[src/rtl/pwm_es_pkg.sv]
// Package: shared codes, event bundle and field positions for the
// PWM event shaper. Assumes 2-bit action and force codes.
package pwm_es_pkg;

    localparam int CODE_W = 2;

    // Bit offsets of each event's code inside an action word.
    localparam int ZERO_LSB = 0;
    localparam int PRD_LSB  = 2;
    localparam int CMPA_LSB = 4;
    localparam int CMPB_LSB = 8;

    typedef enum logic [CODE_W-1:0] {
        ACT_NONE   = 2'b00,
        ACT_LOW    = 2'b01,
        ACT_HIGH   = 2'b10,
        ACT_TOGGLE = 2'b11
    } act_code_e;

    typedef enum logic [CODE_W-1:0] {
        FRC_OFF0 = 2'b00,
        FRC_LOW  = 2'b01,
        FRC_HIGH = 2'b10,
        FRC_OFF3 = 2'b11
    } force_code_e;

    typedef enum logic [1:0] {
        RLD_ZERO   = 2'd0,
        RLD_PERIOD = 2'd1,
        RLD_EITHER = 2'd2,
        RLD_NOW    = 2'd3
    } reload_e;

    typedef struct packed {
        logic cmpb;
        logic cmpa;
        logic period;
        logic zero;
    } es_events_t;

endpackage

[src/rtl/es_event_resolve.sv]
// Module: es_event_resolve
// Picks the action code that acts on one output for the current events.
// Priority from high to low: compare B, compare A, period, zero. An event
// whose code is "none" does not block a lower-priority one.
// Assumes ACT_W is at least CMPB_LSB + CODE_W. Purely combinational.
module es_event_resolve
    import pwm_es_pkg::*;
#(
    parameter int ACT_W = 16
) (
    input  es_events_t        events,
    input  logic [ACT_W-1:0]  act_word,
    output act_code_e         code
);

    localparam int NUM_EV = 4;

    // Per-event codes, index 0 is the lowest priority.
    logic [CODE_W-1:0] ev_code [NUM_EV];
    logic [NUM_EV-1:0] ev_live;

    assign ev_code[0] = act_word[ZERO_LSB +: CODE_W];
    assign ev_code[1] = act_word[PRD_LSB  +: CODE_W];
    assign ev_code[2] = act_word[CMPA_LSB +: CODE_W];
    assign ev_code[3] = act_word[CMPB_LSB +: CODE_W];

    logic [NUM_EV-1:0] ev_hit;
    assign ev_hit = {events.cmpb, events.cmpa, events.period, events.zero};

    // Mark events that are present and carry a real action.
    genvar gi;
    generate
        for (gi = 0; gi < NUM_EV; gi++) begin : g_live
            assign ev_live[gi] = ev_hit[gi] && (ev_code[gi] != ACT_NONE);
        end
    endgenerate

    // Highest-priority live event wins; later loop passes override.
    always_comb begin
        code = ACT_NONE;
        for (int i = 0; i < NUM_EV; i++) begin
            if (ev_live[i]) code = act_code_e'(ev_code[i]);
        end
    end

endmodule

[src/rtl/es_force_buffer.sv]
// Module: es_force_buffer
// Holds the shadow and active continuous-force words. A write lands in
// the shadow. The shadow moves into the active word on a tick that matches
// the reload select. The force that governs this tick comes out on
// eff_force: it is the freshly loaded shadow when a reload happens now.
// Assumes 2 bits of force per output.
module es_force_buffer
    import pwm_es_pkg::*;
#(
    parameter int NUM_OUT = 2,
    localparam int FW     = NUM_OUT * CODE_W
) (
    input  logic          clk,
    input  logic          rst_n,
    input  logic          tick,
    input  logic          ev_zero,
    input  logic          ev_period,
    input  logic          wr,
    input  logic [FW-1:0] wdata,
    input  reload_e       sel,
    output logic [FW-1:0] eff_force
);

    logic [FW-1:0] shadow_q;
    logic [FW-1:0] active_q;
    logic          load_now;

    // Decide whether this tick moves the shadow into the active word.
    always_comb begin
        unique case (sel)
            RLD_ZERO:   load_now = tick && ev_zero;
            RLD_PERIOD: load_now = tick && ev_period;
            RLD_EITHER: load_now = tick && (ev_zero || ev_period);
            default:    load_now = tick;
        endcase
    end

    // Capture software writes into the shadow.
    always_ff @(posedge clk) begin
        if (!rst_n)  shadow_q <= '0;
        else if (wr) shadow_q <= wdata;
    end

    // Move the shadow into the active force at the chosen point.
    always_ff @(posedge clk) begin
        if (!rst_n)        active_q <= '0;
        else if (load_now) active_q <= shadow_q;
    end

    assign eff_force = load_now ? shadow_q : active_q;

    // reset clears both force words.
    a_r1_force_cleared: assert property (@(posedge clk)
        !rst_n |=> (shadow_q == '0) && (active_q == '0));

    // the active force never moves without a tick.
    a_r2_active_needs_tick: assert property (@(posedge clk) disable iff (!rst_n)
        !tick |=> $stable(active_q));

    // immediate mode copies the shadow on any tick.
    a_r8_immediate_reload: assert property (@(posedge clk) disable iff (!rst_n)
        (tick && sel == RLD_NOW) |=> (active_q == $past(shadow_q)));

    // zero-mode reload holds without a zero event.
    a_r8_zero_mode_hold: assert property (@(posedge clk) disable iff (!rst_n)
        (sel == RLD_ZERO && !ev_zero) |=> $stable(active_q));

endmodule

[src/rtl/es_output_stage.sv]
// Module: es_output_stage
// Registers one PWM output. On a tick an active force sets the level.
// Without a force, the resolved event action sets, clears, toggles or
// keeps it. Between ticks the level holds. Assumes force codes 00/11 mean
// no force.
module es_output_stage
    import pwm_es_pkg::*;
(
    input  logic                 clk,
    input  logic                 rst_n,
    input  logic                 tick,
    input  act_code_e            act,
    input  logic [CODE_W-1:0]    frc,
    output logic                 q
);

    logic next_q;

    // Combine force and event action into the next level.
    always_comb begin
        unique case (frc)
            FRC_LOW:  next_q = 1'b0;
            FRC_HIGH: next_q = 1'b1;
            default: begin
                unique case (act)
                    ACT_LOW:    next_q = 1'b0;
                    ACT_HIGH:   next_q = 1'b1;
                    ACT_TOGGLE: next_q = ~q;
                    default:    next_q = q;
                endcase
            end
        endcase
    end

    // Update the output only on prescaled ticks.
    always_ff @(posedge clk) begin
        if (!rst_n)    q <= 1'b0;
        else if (tick) q <= next_q;
    end

    // output low after reset.
    a_r1_out_low: assert property (@(posedge clk) !rst_n |=> !q);

    // no tick, no change.
    a_r2_hold_between_ticks: assert property (@(posedge clk) disable iff (!rst_n)
        !tick |=> $stable(q));

    // force low wins.
    a_r7_force_low: assert property (@(posedge clk) disable iff (!rst_n)
        (tick && frc == FRC_LOW) |=> !q);

    // force high wins.
    a_r7_force_high: assert property (@(posedge clk) disable iff (!rst_n)
        (tick && frc == FRC_HIGH) |=> q);

    // an unforced toggle inverts the output.
    a_r3_toggle_flips: assert property (@(posedge clk) disable iff (!rst_n)
        (tick && (frc == FRC_OFF0 || frc == FRC_OFF3) && act == ACT_TOGGLE)
        |=> (q != $past(q)));

endmodule

[src/rtl/pwm_event_shaper.sv]
// Module: pwm_event_shaper (top)
// Two PWM outputs driven by time-base events through per-output action
// words, with a double-buffered continuous force. Assumes the events are
// single-cycle pulses aligned with tick, and action words hold steady
// apart from deliberate reconfiguration.
module pwm_event_shaper
    import pwm_es_pkg::*;
#(
    parameter int ACT_W = 16
) (
    input  logic             clk,
    input  logic             rst_n,
    input  logic             tick,
    input  logic             ev_zero,
    input  logic             ev_period,
    input  logic             ev_cmpa_up,
    input  logic             ev_cmpb_up,
    input  logic [ACT_W-1:0] act_a,
    input  logic [ACT_W-1:0] act_b,
    input  logic             force_wr,
    input  logic [3:0]       force_wdata,
    input  logic [1:0]       reload_sel,
    output logic             pwm_a,
    output logic             pwm_b
);

    localparam int NUM_OUT = 2;
    localparam int FW      = NUM_OUT * CODE_W;

    es_events_t        events;
    logic [ACT_W-1:0]  act_words [NUM_OUT];
    logic [FW-1:0]     eff_force;
    logic [NUM_OUT-1:0] outs;

    assign events     = '{cmpb: ev_cmpb_up, cmpa: ev_cmpa_up,
                          period: ev_period, zero: ev_zero};
    assign act_words[0] = act_a;
    assign act_words[1] = act_b;

    es_force_buffer #(.NUM_OUT(NUM_OUT)) u_force (
        .clk       (clk),
        .rst_n     (rst_n),
        .tick      (tick),
        .ev_zero   (ev_zero),
        .ev_period (ev_period),
        .wr        (force_wr),
        .wdata     (force_wdata),
        .sel       (reload_e'(reload_sel)),
        .eff_force (eff_force)
    );

    // One resolver and one output register per channel.
    genvar gc;
    generate
        for (gc = 0; gc < NUM_OUT; gc++) begin : g_chan
            act_code_e code;

            es_event_resolve #(.ACT_W(ACT_W)) u_res (
                .events   (events),
                .act_word (act_words[gc]),
                .code     (code)
            );

            es_output_stage u_out (
                .clk   (clk),
                .rst_n (rst_n),
                .tick  (tick),
                .act   (code),
                .frc   (eff_force[gc*CODE_W +: CODE_W]),
                .q     (outs[gc])
            );
        end
    endgenerate

    assign pwm_a = outs[0];
    assign pwm_b = outs[1];

    // a lone compare B set-high on a tick, no force, drives A high.
    a_r5_cmpb_wins: assert property (@(posedge clk) disable iff (!rst_n)
        (tick && ev_cmpb_up && act_a[9:8] == 2'b10 &&
         eff_force[1:0] != 2'b01) |=> pwm_a);

endmodule

[config.mk]
export PLATFORM = sky130hd
export DESIGN_NAME = pwm_event_shaper
export DESIGN_NICKNAME = d
export VERILOG_FILES = /design/src/rtl/pwm_es_pkg.sv /design/src/rtl/es_event_resolve.sv /design/src/rtl/es_force_buffer.sv /design/src/rtl/es_output_stage.sv /design/src/rtl/pwm_event_shaper.sv
export SDC_FILE = /design/constraint.sdc
export NUM_CORES = 1
export LEC_CHECK = 0
export ABC_CLOCK_PERIOD_IN_PS = 3400
export BUFFER_PORTS_ARGS = -buffer_cell sky130_fd_sc_hd__buf_2
export CAP_MARGIN = 20
export CORE_UTILIZATION = 43
export CTS_BUF_LIST = sky130_fd_sc_hd__clkbuf_8
export DETAILED_ROUTE_END_ITERATION = 6
export PLACE_DENSITY = 0.81
export SETUP_SLACK_MARGIN = 0.05
export SLEW_MARGIN = 30
export SYNTH_ARGS = -nofsm -noshare
export SYNTH_HDL_FRONTEND = slang
export SYNTH_SLANG_ARGS = --single-unit
[constraint.sdc]
create_clock -name clk -period 3.4 [get_ports clk]
set_clock_uncertainty 0.05 [all_clocks]
set_input_delay 0.34 -clock clk [delete_from_list [all_inputs] [get_ports clk]]
set_output_delay 0.34 -clock clk [all_outputs]
set_load 0.02 [all_outputs]
==> Word level (Yosys, flattened, before mapping) <==
Cells that the tools add are included.
{ "classes": {"eq_ne": 12, "mux": 14, "bitwise": 2, "reduce_logical": 25} }
{ "ops": {"columns": ["cell", "n"], "rows": [
  ["2-bit two-way mux", 8],
  ["2-bit nonzero test", 8],
  ["2-bit == test (second input constant)", 7],
  ["1-bit logical AND", 11],
  ["2-bit by 1-bit == test with 1-bit output (second input constant)", 5],
  ["5-bit nonzero test", 2],
  ["1-bit one-hot mux with 3 select lines", 3],
  ["4-bit two-way mux", 1],
  ["1-bit one-hot mux with 2 select lines", 2],
  ["2-bit AND reduction", 2],
  ["2-bit zero test", 1],
  ["1-bit inverter", 2],
  ["1-bit logical OR", 1]
]} }
{ "totals": {"reg_bits": 10, "inputBits": 46, "output_inout_bits": 2, "wordCells": 57} }

==> Depth between registers and ports, before layout <==
Gate-level depths: netlist of run 1.
{ "depth": {"ltp_word": 9, "ltp_mapped": 12, "ltp_nobuf": 12} }

==> Cells and area by module <==
A second synthesis of run 1 with hierarchy kept.
{ "unflattened": {"cells_unflattened": 97, "hier_area_um2": 824.5} }
{ "by_module_without_submodules": {"columns": ["module", "n_inst", "cells_per_inst", "area_per_inst_um2", "seq_area_each_um2"], "rows": [
  ["es_force_buffer", 1, 43, 446.7, 160.2],
  ["es_output_stage", 2, 12, 103.8, 20.0],
  ["es_event_resolve", 2, 15, 85.1, 0.0]
]} }

==> Worst setup path after synthesis of run 1 <==
No wires, ideal clock.
{ "synth_timing": {"kind": "input-to-reg", "start": "input reload_sel[0]", "end": "register g_chan[1].u_out.q", "setup_ps": 119, "arrival_time_ps": 2289, "required_ps": 3231, "slack_ps": 943, "cell_stages": 9, "n_path_buf": 0, "cell_sequence": "inv_1 -> ha_1 -> o311ai_0 -> nand2_1 -> mux2i_1 -> inv_1 -> ha_1 -> o41a_1 -> o221a_1"} }
{ "synth_via": {"elab_chain_len": 6, "word_cells_on_any_way": 10, "cone_classes": "eq/ne: 4; mux: 3; reduce/logical: 3"} }
{ "synth_rtl": {"columns": ["item", "line_no", "source"], "rows": [
  ["start, declared", "pwm_event_shaper.sv:22", "input logic [1:0] reload_sel,"],
  ["2-bit == test, or another cell as far along", "es_force_buffer.sv:30", "unique case (sel)"],
  ["1-bit one-hot mux with 3 select lines *", "es_force_buffer.sv:30", null],
  ["4-bit two-way mux *", "es_force_buffer.sv:50", "assign eff_force = load_now ? shadow_q : active_q;"],
  ["via eff_force[2]", "pwm_event_shaper.sv:32", "logic [FW-1:0] eff_force;"],
  ["2-bit by 1-bit == test with 1-bit output / 2-bit == test (equally long branches)", "es_output_stage.sv:21", "unique case (frc)"],
  ["5-bit nonzero test (no source line)", null, null],
  ["2-bit AND reduction (no source line)", null, null],
  ["end signal, assigned", "es_output_stage.sv:38", "else if (tick) q <= next_q;"],
  ["end, declared", "es_output_stage.sv:14", "output logic q"]
]} }
The timed path passes the listed nets; every way through them passes the cells marked *.
A chain may end at the register's enable or synchronous reset.

==> Final worst setup path of run 1 <==
{ "layout_timing": {"start": "input reload_sel[0]", "end": "register g_chan[0].u_out.q"} }
{ "layout_via": {"elab_chain_len": 6, "word_cells_on_any_way": 10, "cone_classes": "eq/ne: 4; mux: 3; reduce/logical: 3"} }
{ "layout_rtl": {"columns": ["item", "line_no"], "rows": [
  ["2-bit == test, or another cell as far along", "es_force_buffer.sv:30"],
  ["1-bit one-hot mux with 3 select lines *", "es_force_buffer.sv:30"],
  ["4-bit two-way mux *", "es_force_buffer.sv:50"],
  ["via eff_force[0]", "pwm_event_shaper.sv:32"],
  ["2-bit by 1-bit == test with 1-bit output / 2-bit == test (equally long branches)", "es_output_stage.sv:21"],
  ["5-bit nonzero test (no source line)", null],
  ["2-bit AND reduction (no source line)", null],
  ["end signal, assigned", "es_output_stage.sv:38"],
  ["end, declared", "es_output_stage.sv:14"]
]} }
Marked as above.

==> results of run 1 <==
-- logic make-up after synthesis --
kind of cell | synth area share [%]
compound gates | 24.9
mux | 12.2
fa+ha+maj | 11.8
simple gates | 17.4
flops | 27.1
buf+inv | 6.60
-- power by group --
part	switching (mW)	internal (mW)	total, mW
combinational	0.0444	0.0407	0.0851
sequential	0.00452	0.125	0.129
clock	0.0474	0.102	0.149
-- Yosys cell counts --
master	instances	area share, %
inv_1	8	4.1
or3_1	1	0.85
a31oi_1	2	1.7
buf_6	1	1.5
o221a_1	1	1.5
o311a_1	1	1.4
o41a_1	1	1.5
and2_1	1	0.85
clkbuf_1	1	0.51
o21ai_1	1	0.68
dfxtp_1	10	27
a32oi_1	2	2.4
a21oi_1	1	0.68
mux2i_1	9	12
o311ai_0	1	1.2
nand2_1	14	7.1
a41oi_1	2	2.4
o21ai_0	7	4.7
nand2_2	1	0.85
clkinv_1	1	0.51
o211ai_1	3	3.0
nand2b_1	2	1.7
nor2_1	12	6.1
a22o_1	2	2.4
o211a_1	1	1.4
ha_1	7	12
-- per-layer routing --
layer | wire length, um | track usage (%) | vias up
met2 | 834 | 33.6 | 27
met5 | 0 | 0 | -
met3 | 59 | 1.25 | 3
met4 | 19 | 7.50 | 0
met1 | 697 | 20.5 | 349
li1 | - | - | 400
-- sequential cells by signal, indices dropped and copies added, names as in the netlist --
| name | count |
|---|---|
| g_chan.u_out.q | 2 |
| u_force.active_q | 4 |
| u_force.shadow_q | 4 |
-- worst min path at each step --
stage,startpoint,end,slack [ns],depth (start not counted)
floorplan,u_force.shadow_q[0],u_force.shadow_q[0],0.41,2
global placement,u_force.shadow_q[2],u_force.shadow_q[2],0.43,2
detailed placement,u_force.shadow_q[0],u_force.shadow_q[0],0.44,2
CTS,force_wdata[0],u_force.shadow_q[0],0.30,3
global route,force_wdata[0],u_force.shadow_q[0],0.31,3
finish,force_wdata[1],u_force.shadow_q[1],0.29,3
-- final cells by class --
class / instances / area [um2] / area share (%)
inverters: 9 / 33.8 / 3.54
well taps: 16 / 20.0 / 2.10
flip-flops and latches: 10 / 200 / 21.0
clock buffers: 4 / 55.1 / 5.77
repair buffers: 31 / 155 / 16.3
multi-input cells: 72 / 490 / 51.4
-- worst register-to-register path: cells and delay by family, from the launching register on --
family	cells	cell delay, ns
compound gates	2	0.22
buf+inv	1	0.08
fa+ha+maj	1	0.20
flops	1	0.30
simple gates	2	0.46
mux	1	0.24
==> reports/qor.csv, run 1 <==
metric;value;unit
final WL;1610;um
Final Hold Viols;0;
Placed Cells incl. Taps;138;
Crit path depth;12;
fmax;374;MHz
Reg2Reg Depth;7;
CTS buffer count;3;
TritonCTS clock tree;built;
Worst-Skew Late Latency;0.24;ns
Final WS setup;0.724;ns
DR WL/cell;11.3;um
min-delay worst type;input port to register;
H-tree Lvls;1;
initial core utilization;47.4;%
average vias per placed instance;5.49;
Slew Limit Fails;0;
pre-CTS setup slack;0.479;ns
first-pass GRT wire length;2620;um
CP Launch Point;reload_sel[0];
CP endpoint kind;register;
sequential element share of the synthesized area;27.1;%
r2r setup slk;1.73;ns
non-filler cells, final;142;
fillers;155;
Crit path max-delay family;simple AND/OR/NAND/NOR gates;
Synth Instances;93;
initial drt markers;23;
FP Rows;14;
Total Power;0.363;mW
placed cell area;900;um2
RSZ-0062 raised after global routing;no;
warnings from Yosys;0;
number of global-route vias before repair;704;
Worst-Margin Slew;0.418;ns
final hold slack;0.292;ns
Die Area;1890;um2
placeable core region;1560;um2
layout cells sized above 1;28.6;%
Setup violations, final;0;
critical path class;input port to register;
worst path bufs/invs;3;
Die Ht;43.5;um
Req. time, crit path;3.47;ns
commonest non-fill, non-tap cell in the layout;buf_2;
capturing point of the worst reg2reg path;g_chan[0].u_out.q;
r2r startpoint;u_force.shadow_q[0];
synthesized flop and latch total;10;
Post-CTS Resized;0;
diode count;0;
Max FO, Critical Path;4;
Worst-path clk slew;0.05;ns
largest net degree at the start of global routing;10;
number of buffers inserted by port buffering;31;
Longest Clk Path Bufs;2;
Max-cap violations;0;
failing checks;design-rule violations;
Post-CTS Setup Bufs;0;
First-pass DRT Iterations;6;
Nets;180;
GRT overflow;0;
period utilisation layout;78.7;%
DP Wirelength;1370;um
Area Growth Syn to Fin;29.1;%
Root Buffer;clkbuf_8;
Max IR drop VDD;0.180;mV
GRT Total Usage;17.8;%
Static Leak;0.521;nW
Syn Area/Cell;7.95;um2
Post-CTS Hold Buffers;0;
min Tclk post-route;2.68;ns
crit path cell chain;buf_2 > inv_1 > ha_1 > o311ai_0 > nand2_1 > mux2i_1 > inv_1 > ha_1 > nor2_1 > o211ai_1 > or3_1 > o311a_1;
Unique masters post-synth;26;
Routed Antenna Nets;0;
Power Dens Cells;381;nW/um2
Worst slew margin;71.7;%
Die Width;43.5;um
CP max stage cell;o311ai_0;
clk sinks;10;
design area;955;um2
Synth Net Count;146;
gpl congestion;0.798;
critical path's largest stage delay;0.42;ns
outcome;finished with violations;
DRC;2;
Final Util;61.2;%
num ports;48;
Post-Syn Area;739;um2
CP arrival;2.75;ns
initial antenna violation count;0;
DR vias;779;
most frequent cells in the layout;buf_2, nand2_1, nor2_1, dfxtp_1, mux2i_1;
startpoint class of the critical path;input port;
Setup TNS;0;ns
crit path capture;g_chan[0].u_out.q;
No activity file was read; power rests on OpenSTA's default activity.
==> inputs of run 2 (changes only) <==
--- a/config.mk
+++ b/config.mk
@@ -5,7 +5,7 @@
 export SDC_FILE = /design/constraint.sdc
 export NUM_CORES = 1
 export LEC_CHECK = 0
-export ABC_CLOCK_PERIOD_IN_PS = 3400
+export ABC_CLOCK_PERIOD_IN_PS = 2700
 export BUFFER_PORTS_ARGS = -buffer_cell sky130_fd_sc_hd__buf_2
 export CAP_MARGIN = 20
 export CORE_UTILIZATION = 43
==> constraint.sdc (replaced) <==
create_clock -name clk -period 2.7 [get_ports clk]
set_clock_uncertainty 0.05 [all_clocks]
set_input_delay 0.27 -clock clk [delete_from_list [all_inputs] [get_ports clk]]
set_output_delay 0.27 -clock clk [all_outputs]
set_load 0.02 [all_outputs]
==> run 2 against run 1 <==
Compared with the run above:
- the flow still finishes with violations (design-rule violations)
- worst setup slack worse by 0.55 ns
- global-route usage up 0.88 points
- hold slack worse by 0.057 ns
- cell count up 2.8%
- critical path type unchanged
- die area unchanged
- sequential share of layout area down 0.79 points
- total power up 27%
- largest cell class unchanged
- clock-buffer cell count unchanged
- sequential power up 26%
==> reports/qor.csv, run 2 (synthesized netlist as in run 1, its figures left out) <==
metric;value;unit
outcome;finished with violations;
failing checks;design-rule violations;
Worst Hold Endpoint;u_force.shadow_q[1];
Routed Antenna Nets;0;
Die Width;43.5;um
Longest Clk Path Bufs;2;
Static Leak;0.533;nW
critical path's largest stage delay;0.42;ns
Hold Crit Start;force_wdata[1];
DR WL/cell;11.2;um
min-delay worst type;input port to register;
crit path cell chain;buf_2 > inv_1 > ha_1 > o311ai_1 > nand2_1 > buf_4 > mux2i_1 > inv_1 > ha_1 > o41a_1 > o221a_1;
Reg2Reg Depth;7;
First-pass DRT Iterations;6;
initial drt markers;11;
Die Ht;43.5;um
Post-CTS Hold Buffers;0;
Root Buffer;clkbuf_8;
worst path bufs/invs;4;
Setup violations, final;0;
GRT overflow;0;
Crit path depth;11;
first-pass GRT wire length;2680;um
critical path class;input port to register;
Largest regs;u_force.active_q (4), u_force.shadow_q (4), g_chan.u_out.q (2);
CP max stage cell;o41a_1;
Crit path max-delay family;compound AO/OA/AOI/OAI gates;
DR vias;783;
r2r startpoint;u_force.shadow_q[0];
average vias per placed instance;5.36;
final WL;1630;um
Max IR drop VDD;0.194;mV
Area Growth Syn to Fin;34.2;%
diode count;0;
Slew Limit Fails;0;
layout cells sized above 1;32.3;%
startpoint class of the critical path;input port;
Final Util;63.6;%
Die Area;1890;um2
Worst-path clk slew;0.05;ns
largest net degree at the start of global routing;10;
min Tclk post-route;2.52;ns
CP endpoint kind;register;
final hold slack;0.235;ns
Max-cap violations;0;
Worst-Skew Late Latency;0.23;ns
gpl congestion;0.806;
Total Power;0.461;mW
Req. time, crit path;2.77;ns
commonest non-fill, non-tap cell in the layout;buf_2;
placeable core region;1560;um2
number of global-route vias before repair;703;
initial antenna violation count;0;
Nets;184;
r2r setup slk;1.04;ns
clk sinks;10;
design area;992;um2
Worst slew margin;81.4;%
TritonCTS clock tree;built;
Hold Path Stages;3;
fmax;396;MHz
pre-CTS setup slack;-0.0709;ns
CP arrival;2.60;ns
GRT Total Usage;18.7;%
initial core utilization;47.4;%
Final WS setup;0.176;ns
fillers;150;
num ports;48;
DP Wirelength;1360;um
period utilisation layout;93.5;%
H-tree Lvls;1;
DRC;2;
Final Hold Viols;0;
capturing point of the worst reg2reg path;g_chan[0].u_out.q;
Power Dens Cells;465;nW/um2
Worst-Margin Slew;0.271;ns
Max FO, Critical Path;4;
placed cell area;922;um2
CTS buffer count;3;
most frequent cells in the layout;buf_2, nand2_1, nor2_1, dfxtp_1, inv_1;
FP Rows;14;
number of buffers inserted by port buffering;31;
RSZ-0062 raised after global routing;no;
==> run 2: worst max path at each step <==
| stage | startpoint | endpoint | slack, ns |
|---|---|---|---|
| 2_1_floorplan | reload_sel[0] | g_chan[1].u_out.q | 0.31 |
| 3_3_place_gp | reload_sel[0] | g_chan[0].u_out.q | -0.05 |
| 3_5_place_dp | reload_sel[0] | g_chan[0].u_out.q | -0.07 |
| 4_1_cts | reload_sel[0] | g_chan[0].u_out.q | 0.17 |
| 5_1_grt | reload_sel[0] | g_chan[0].u_out.q | 0.04 |
| 6_report | reload_sel[0] | g_chan[1].u_out.q | 0.18 |
==> run 2: worst register-to-register path: stages (launching register included) <==
cell,delay [ns]
dfxtp_1,0.31
mux2i_2,0.22
inv_1,0.07
ha_1,0.20
nor2_1,0.11
o211ai_1,0.12
or3_1,0.36
o311a_1,0.11
==> run 2: cell type report <==
class	instances	area (um2)	share of cell area, %
clock buffer	4	55.1	5.55
inverter	9	33.8	3.40
multi-input combinational	72	498	50.2
sequential	10	200	20.2
tap	16	20.0	2.02
timing repair buffer	35	185	18.7
==> run 2: routing by layer <==
| layer | up-vias | GRT usage (%) | wire (um) |
|---|---|---|---|
| li1 | 411 | - | - |
| met1 | 348 | 21.5 | 741 |
| met2 | 20 | 33.6 | 802 |
| met3 | 4 | 3.75 | 61 |
| met4 | 0 | 7.50 | 23 |
| met5 | - | 0 | 0 |
==> run 2: power by group <==
group | total (mW) | leakage (nW) | internal, mW | switching, mW
logic | 0.115 | 0.422 | 0.0571 | 0.0581
registers | 0.163 | 0.0820 | 0.157 | 0.00599
clock network | 0.183 | 0.0288 | 0.128 | 0.0549
total | 0.461 | 0.533 | 0.342 | 0.119
==> run 2: timing repair <==
action	4_1_cts	5_1_grt
resized for setup	0	3
buffers inserted	0	1
endpoints found under the setup margin	0	2
==> run 2: through the flow <==
step	cells	TNS, ns
after detailed placement	141	-0.0987
after global placement	141	-0.0482
after CTS	145	0
final	146	0
after floorplan	93	0
after global routing	146	0
